File: config.mk
export PLATFORM = sky130hd
export DESIGN_NAME = rf_deframer
export DESIGN_NICKNAME = d
export VERILOG_FILES = /design/src/rtl/rfdf_pkg.sv /design/src/rtl/rfdf_align_hunter.sv /design/src/rtl/rfdf_gap_timer.sv /design/src/rtl/rfdf_sum_acc.sv /design/src/rtl/rf_deframer.sv
export SDC_FILE = /design/constraint.sdc
export NUM_CORES = 1
export LEC_CHECK = 0
export ABC_AREA = 0
export CORE_MARGIN = 1.5
export CORE_UTILIZATION = 40
export DETAILED_ROUTE_END_ITERATION = 10
export DONT_BUFFER_PORTS = 1
export SLEW_MARGIN = 20
export SYNTH_ARGS = -nofsm -noshare
export SYNTH_HDL_FRONTEND = slang
export SYNTH_SLANG_ARGS = --single-unit
File: constraint.sdc
create_clock -name clk -period 2.4 [get_ports clk]
set_input_delay 0.12 -clock clk [delete_from_list [all_inputs] [get_ports clk]]
set_output_delay 0.12 -clock clk [all_outputs]
set_load 0.02 [all_outputs]
File: src/rtl/rfdf_pkg.sv
package rfdf_pkg;

    localparam logic [7:0] ALIGN_HI   = 8'hFF;
    localparam logic [7:0] ALIGN_LO   = 8'h00;
    localparam logic [7:0] WHITEN_KEY = 8'hAA;

    typedef enum logic [1:0] {
        ST_HUNT,
        ST_BODY,
        ST_CHECK
    } df_state_e;

    typedef struct packed {
        logic       valid;
        logic [7:0] data;
        logic       last;
    } df_beat_t;

    typedef struct packed {
        logic good;
        logic bad;
    } df_status_t;

    function automatic logic [7:0] dewhiten(input logic [7:0] b);
        return b ^ WHITEN_KEY;
    endfunction

    function automatic logic [7:0] expected_check(input logic [7:0] s);
        return 8'hFF - s;
    endfunction

endpackage

File: src/rtl/rfdf_align_hunter.sv
module rfdf_align_hunter
    import rfdf_pkg::*;
(
    input  logic       clk,
    input  logic       rst,
    input  logic       enable,
    input  logic       byte_valid,
    input  logic       byte_err,
    input  logic [7:0] byte_data,
    output logic       found
);
    logic armed;

    always_comb begin
        found = enable && armed && byte_valid && !byte_err && (byte_data == ALIGN_LO);
    end

    always_ff @(posedge clk) begin
        if (rst || !enable) begin
            armed <= 1'b0;
        end else if (byte_err) begin
            armed <= 1'b0;
        end else if (byte_valid) begin
            // a run of ones keeps the hunter armed; anything else disarms
            armed <= (byte_data == ALIGN_HI);
        end
    end
endmodule

File: src/rtl/rfdf_gap_timer.sv
module rfdf_gap_timer #(
    parameter int GAP_LIMIT = 64
) (
    input  logic clk,
    input  logic rst,
    input  logic active,
    input  logic byte_seen,
    output logic expired
);
    localparam int CW = $clog2(GAP_LIMIT + 1);
    localparam logic [CW-1:0] LAST_IDLE = CW'(GAP_LIMIT - 1);

    logic [CW-1:0] idle_cnt;

    always_comb begin
        expired = active && !byte_seen && (idle_cnt == LAST_IDLE);
    end

    always_ff @(posedge clk) begin
        if (rst || !active || byte_seen) begin
            idle_cnt <= '0;
        end else if (idle_cnt != LAST_IDLE) begin
            idle_cnt <= idle_cnt + 1'b1;
        end
    end
endmodule

File: src/rtl/rfdf_sum_acc.sv
module rfdf_sum_acc (
    input  logic       clk,
    input  logic       rst,
    input  logic       clear,
    input  logic       add,
    input  logic [7:0] data,
    output logic [7:0] sum
);
    always_ff @(posedge clk) begin
        if (rst || clear) begin
            sum <= '0;
        end else if (add) begin
            sum <= sum + data;
        end
    end
endmodule

File: src/rtl/rf_deframer.sv
module rf_deframer
    import rfdf_pkg::*;
#(
    parameter int PAYLOAD_LEN = 4,
    parameter int GAP_LIMIT   = 16
) (
    input  logic       clk,
    input  logic       rst,
    input  logic       in_valid,
    input  logic [7:0] in_data,
    input  logic       in_frame_err,
    output logic       out_valid,
    output logic [7:0] out_data,
    output logic       out_last,
    output logic       pkt_good,
    output logic       pkt_bad
);
    localparam int IW = (PAYLOAD_LEN > 1) ? $clog2(PAYLOAD_LEN) : 1;
    localparam logic [IW-1:0] LAST_IDX = IW'(PAYLOAD_LEN - 1);

    df_state_e  state;
    logic [IW-1:0] idx;
    df_beat_t   beat;
    df_status_t status;

    logic       in_packet;
    logic       found;
    logic       gap_expired;
    logic       abort;
    logic       body_take;
    logic [7:0] run_sum;

    always_comb begin
        in_packet = (state != ST_HUNT);
        abort     = in_packet && (in_frame_err || gap_expired);
        body_take = (state == ST_BODY) && in_valid && !abort;
    end

    rfdf_align_hunter u_hunt (
        .clk       (clk),
        .rst       (rst),
        .enable    (state == ST_HUNT),
        .byte_valid(in_valid),
        .byte_err  (in_frame_err),
        .byte_data (in_data),
        .found     (found)
    );

    rfdf_gap_timer #(.GAP_LIMIT(GAP_LIMIT)) u_gap (
        .clk      (clk),
        .rst      (rst),
        .active   (in_packet),
        .byte_seen(in_valid),
        .expired  (gap_expired)
    );

    rfdf_sum_acc u_sum (
        .clk  (clk),
        .rst  (rst),
        .clear(found),
        .add  (body_take),
        .data (in_data),
        .sum  (run_sum)
    );

    always_ff @(posedge clk) begin
        if (rst) begin
            state  <= ST_HUNT;
            idx    <= '0;
            beat   <= '0;
            status <= '0;
        end else begin
            beat.valid <= 1'b0;
            beat.last  <= 1'b0;
            status     <= '0;
            unique case (state)
                ST_HUNT: begin
                    if (found) begin
                        state <= ST_BODY;
                        idx   <= '0;
                    end
                end
                ST_BODY: begin
                    if (abort) begin
                        status.bad <= 1'b1;
                        state      <= ST_HUNT;
                    end else if (in_valid) begin
                        beat.valid <= 1'b1;
                        beat.data  <= dewhiten(in_data);
                        beat.last  <= (idx == LAST_IDX);
                        if (idx == LAST_IDX) begin
                            state <= ST_CHECK;
                        end else begin
                            idx <= idx + 1'b1;
                        end
                    end
                end
                ST_CHECK: begin
                    if (abort) begin
                        status.bad <= 1'b1;
                        state      <= ST_HUNT;
                    end else if (in_valid) begin
                        if (in_data == expected_check(run_sum)) begin
                            status.good <= 1'b1;
                        end else begin
                            status.bad <= 1'b1;
                        end
                        state <= ST_HUNT;
                    end
                end
                default: state <= ST_HUNT;
            endcase
        end
    end

    assign out_valid = beat.valid;
    assign out_data  = beat.data;
    assign out_last  = beat.last;
    assign pkt_good  = status.good;
    assign pkt_bad   = status.bad;

endmodule

# Yosys cells after proc, flatten, opt, wreduce, memory -nomap -nowiden
# Index checks and enable logic that the tools add are counted.
dict set report op_classes {
  n_addsub 4
  eq_ne 14
  mux 19
  bitwise_logic 5
  reduce_logical 30
}
# op n
set op_table {}
lappend op_table {{two-way mux 2 bit} 10}
lappend op_table {{two-way mux 10 bit} 1}
lappend op_table {{logical AND 1 bit} 9}
lappend op_table {{adder 8 bit} 1}
lappend op_table {{equality test 8 bit} 1}
lappend op_table {{equality test 8 bit (second input constant)} 1}
lappend op_table {{zero test 8 bit} 1}
lappend op_table {{OR reduction 4 bit} 2}
lappend op_table {{subtractor 8 bit (first input constant)} 1}
lappend op_table {{inequality test 2 bit (second input constant)} 3}
lappend op_table {{inequality test 3 bit (second input constant)} 2}
lappend op_table {{one-hot mux 2 bit (3 select lines)} 1}
lappend op_table {{adder 5 x 1 -> 5 bit (second input constant)} 1}
lappend op_table {{equality test 5 x 4 -> 1 bit (second input constant)} 1}
lappend op_table {{zero test 1 bit} 5}
lappend op_table {{logical OR 1 bit} 5}
lappend op_table {{two-way mux 1 bit} 5}
lappend op_table {{inequality test 5 x 4 -> 1 bit (second input constant)} 1}
lappend op_table {{AND reduction 5 bit} 1}
lappend op_table {{equality test 2 bit (second input constant)} 2}
lappend op_table {{inverter 1 bit} 4}
lappend op_table {{inverter 4 bit} 1}
lappend op_table {{one-hot mux 2 bit (2 select lines)} 1}
lappend op_table {{AND reduction 4 bit} 1}
lappend op_table {{other kinds (10)} 11}
dict set report word_totals {
  regBits 30
  word_cells 82
}

# Longest topological paths before layout
dict set report depth {
  word_depth 7
  ltp_mapped 9
  ltp_nobuf 8
}

# Hierarchy
# From an unflattened synthesis, not the netlist that was laid out.
dict set report hier_totals {
  hier_cells 200
  area_unflattened_um2 1778.0
}
# module n_inst cells_per_inst area_per_inst_um2 seq_area_each_um2
set by_module_without_submodules {}
lappend by_module_without_submodules {rf_deframer 1 96 823.3 320.3}
lappend by_module_without_submodules {rfdf_sum_acc 1 69 590.6 160.2}
lappend by_module_without_submodules {rfdf_gap_timer 1 25 261.5 100.1}
lappend by_module_without_submodules {rfdf_align_hunter 1 10 102.6 20.0}

# Least setup slack after synthesis
# No wires, ideal clock.
dict set report synth_path {
  path_kind {register -> register}
  start {reg u_sum.sum[0]}
  end {reg u_sum.sum[6]}
  setup_ps 74
  t_arrival_ps 1728
  slack_ps 598
  stages_incl_launch_ff 9
  synth_period_minus_slack_ps 1802
  path_cell_list {dfxtp_1 > ha_1 > inv_1 > fa_1 > nand2b_1 > a21oi_1 > o21ai_0 > or3_1 > a31oi_1}
}
dict set report synth_via {
  elab_chain_len 1
}
# element line_no
set synth_lines {}
lappend synth_lines {{start, declared} rfdf_sum_acc.sv:7} ;# output logic [7:0] sum
lappend synth_lines {{start signal, assigned} rfdf_sum_acc.sv:13} ;# sum <= sum + data;
lappend synth_lines {{adder 8 bit} rfdf_sum_acc.sv:13}
# Every way passes these cells.
# A chain may end at the register's enable or synchronous reset.

# Final worst setup path
# Same ends and word-level chain as after synthesis.

==> impl_metrics.ini <==
[cells_and_area]
antennaDiodeCount = 0
drive_above_1_share = 0.08000
syn_to_final_growth_pct = 14.01
fillers = 364
ff_latch_area_sq_um = 600.6
nets = 226
post-route-cell-area_sq_um = 1853
multi_input_area_sq_um = 949.7
fin_util = 0.4914
stdcell_count = 248

[clock_network]
ctsResizeCount = 0
htreeDepth = 2
cts_root_buf = clkbuf_8
post-cts-setup-buffer-count = 0
cts_tree = built
clk_pin_slew_ns = 0.06
clock_latency_ns = 0.28
numCtsBuffers = 5
postCtsHoldBufs = 11
clock_path_buffers = 2
cts_num_sinks = 30

[min_path]
hp-class = in2reg

[setup_path]
crit_fanout = 3
path_class = reg2reg
cp-start-kind = register
endpoint_kind = register
crit_arrival_ns = 2.23
required_ns = 2.61

[synth]
synth_edf_count = 0
yosys.area.top_type = dfxtp_1
synth_cell_types = 43
syn_area_sq_um = 1625
synth_area_per_cell_sq_um = 8.600
yosys-top-cells-area = dfxtp_1, ha_1, a21oi_1
synthesis.nets = 215
yosysSeqAreaShare = 0.3695
ys_warn_count = 0
ys_ff_latch = 30
async_flop_share = 0
synthFlopType = dfxtp_1
netlist.area_leader.share = 0.3695
syn-instance-count = 189

[floorplanning]
start_util = 0.4310
num_io_pins = 24
die_x_um = 66.75
num_rows = 22
fp.coreArea_sq_um = 3771
die_area_sq_um = 4455
die_h_um = 66.75

[global_route]
grt_pass1_vias = 1337
grt_max_degree = 17
grt_pass1_wl_mm = 6.182
grt-ovfl-total = 0
grt_usage = 0.1910
antenna_found_initial = 0

[placement]
dp.cells = 230
dp_slack_ns = 0.3998
place_area_sq_um = 1667
io_buffer_count = 0
gp_congestion = 0.8968
dpl.hpwl_mm = 2.633

[sta]
fin_skew_ns = 0.006340
rsz0062_at_grt = no
relSlewSlack = 0.6106
fin_ws_ns = 0.3746
slew_viol_final = 0
tns_ns = 0
fin_crit_ns = 2.025
whs_ns = 0.09269
period_share = 0.8439
setup_viol = 0
worst_pin_slew_ns = 0.5821
fmax_mhz = 493.7
hold_viol_final = 0

[power]
powerDensity_nw_per_um2 = 617.5
vdd_ir_drop_max_mv = 0.3726
p_leak_nw = 0.6946
p_total_mw = 1.144

[routing]
drt_wl_total_mm = 3.768
vias = 1389
post_drt_wl_per_cell_um = 15.19
via_per_inst = 5.601
drtPass1Iterations = 4
antenna_left = 0
initialDrtViolationCount = 53
remaining_drc_errors = 0

[outcome]
status = complete, no violations

[job]
max-cap-violations = 0
cell type report:
type	instances	share of cell area
well taps	48	0.03241
multi-input cells	139	0.5125
repair buffers	13	0.06752
clock buffers	7	0.04119
inverters	11	0.02228
flip-flops and latches	30	0.3241
logic make-up after synthesis:
logic type / synth area share
multiplexers: 0.02464
buffers and inverters: 0.04927
AO/OA/AOI/OAI: 0.1771
XOR/XNOR: 0.03234
AND/OR/NAND/NOR: 0.2348
flip-flops: 0.3695
adder cells (fa/ha/maj): 0.1124
cells in the final DEF (no fill, tap or decap), types with 3 or more instances in the layout:
cell / count
xor2_1: 3
nand2b_1: 5
clkbuf_8: 5
nand4_1: 3
inv_2: 3
a21oi_1: 17
a21o_1: 3
mux2i_1: 4
xnor2_1: 3
nor2_1: 22
dfxtp_1: 30
nand3_1: 6
a211oi_1: 7
inv_1: 8
and3_1: 3
dlygate4sd3_1: 11
ha_1: 13
nand2_1: 16
path summary, 6_finish.rpt:
kind                              startpoint            to  slack, ns  cells after the start
worst max-delay path            u_sum.sum[0]  u_sum.sum[6]       0.37                      8
worst min-delay path                     rst  u_sum.sum[7]       0.09                      3
worst max register to register  u_sum.sum[0]  u_sum.sum[6]       0.37                      8
worst min register to register  u_sum.sum[3]  u_sum.sum[3]       0.46                      2
flip-flops by register name, summed over array words and instances (netlist names):
| signal | count |
|---|---|
| out_data | 8 |
| pkt_good | 1 |
| out_valid | 1 |
| out_last | 1 |
| u_gap.idle_cnt | 5 |
| pkt_bad | 1 |
| state | 2 |
| idx | 2 |
| u_sum.sum | 8 |
| u_hunt.armed | 1 |
synth_stat cells (2+ instances only):
| master | instances |
|---|---|
| nor2_1 | 22 |
| nor2b_1 | 2 |
| and3_1 | 3 |
| nand2b_1 | 5 |
| xnor2_1 | 3 |
| a31oi_1 | 2 |
| nand4b_1 | 2 |
| o21ai_1 | 2 |
| buf_2 | 4 |
| nor3_1 | 2 |
| a21o_1 | 3 |
| nand4_1 | 3 |
| mux2i_1 | 4 |
| inv_1 | 8 |
| o21ai_0 | 2 |
| or3_1 | 2 |
| nand3_1 | 6 |
| clkbuf_1 | 5 |
| dfxtp_1 | 30 |
| a211oi_1 | 8 |
| xor2_1 | 3 |
| nor4_1 | 2 |
| ha_1 | 13 |
| a21oi_1 | 17 |
| inv_2 | 3 |
| nand2_1 | 16 |
worst max-delay path, cell delays in order (launching register included):
cell and delay [ns]:
dfxtp_1 0.33, ha_1 0.16, inv_1 0.05, fa_1 0.40
nand2b_1 0.18, a21oi_1 0.20, o21ai_0 0.13, or3_1 0.32
a31oi_1 0.18
report_power, final:
part / total (mW) / switching (mW) / internal [mW]
Clock: 0.374 / 0.175 / 0.199
Sequential: 0.554 / 0.0308 / 0.523
Combinational: 0.216 / 0.124 / 0.0920
Total: 1.14 / 0.330 / 0.814
per-layer routing:
layer / vias to the layer above / GRT usage / share of wire
li1: 691 / - / -
met1: 646 / 0.2175 / 0.44
met2: 43 / 0.3150 / 0.47
met3: 9 / 0.07095 / 0.069
met4: 0 / 0.08929 / 0.021
met5: - / 0 / 0
(Power assumes the default switching activity.)
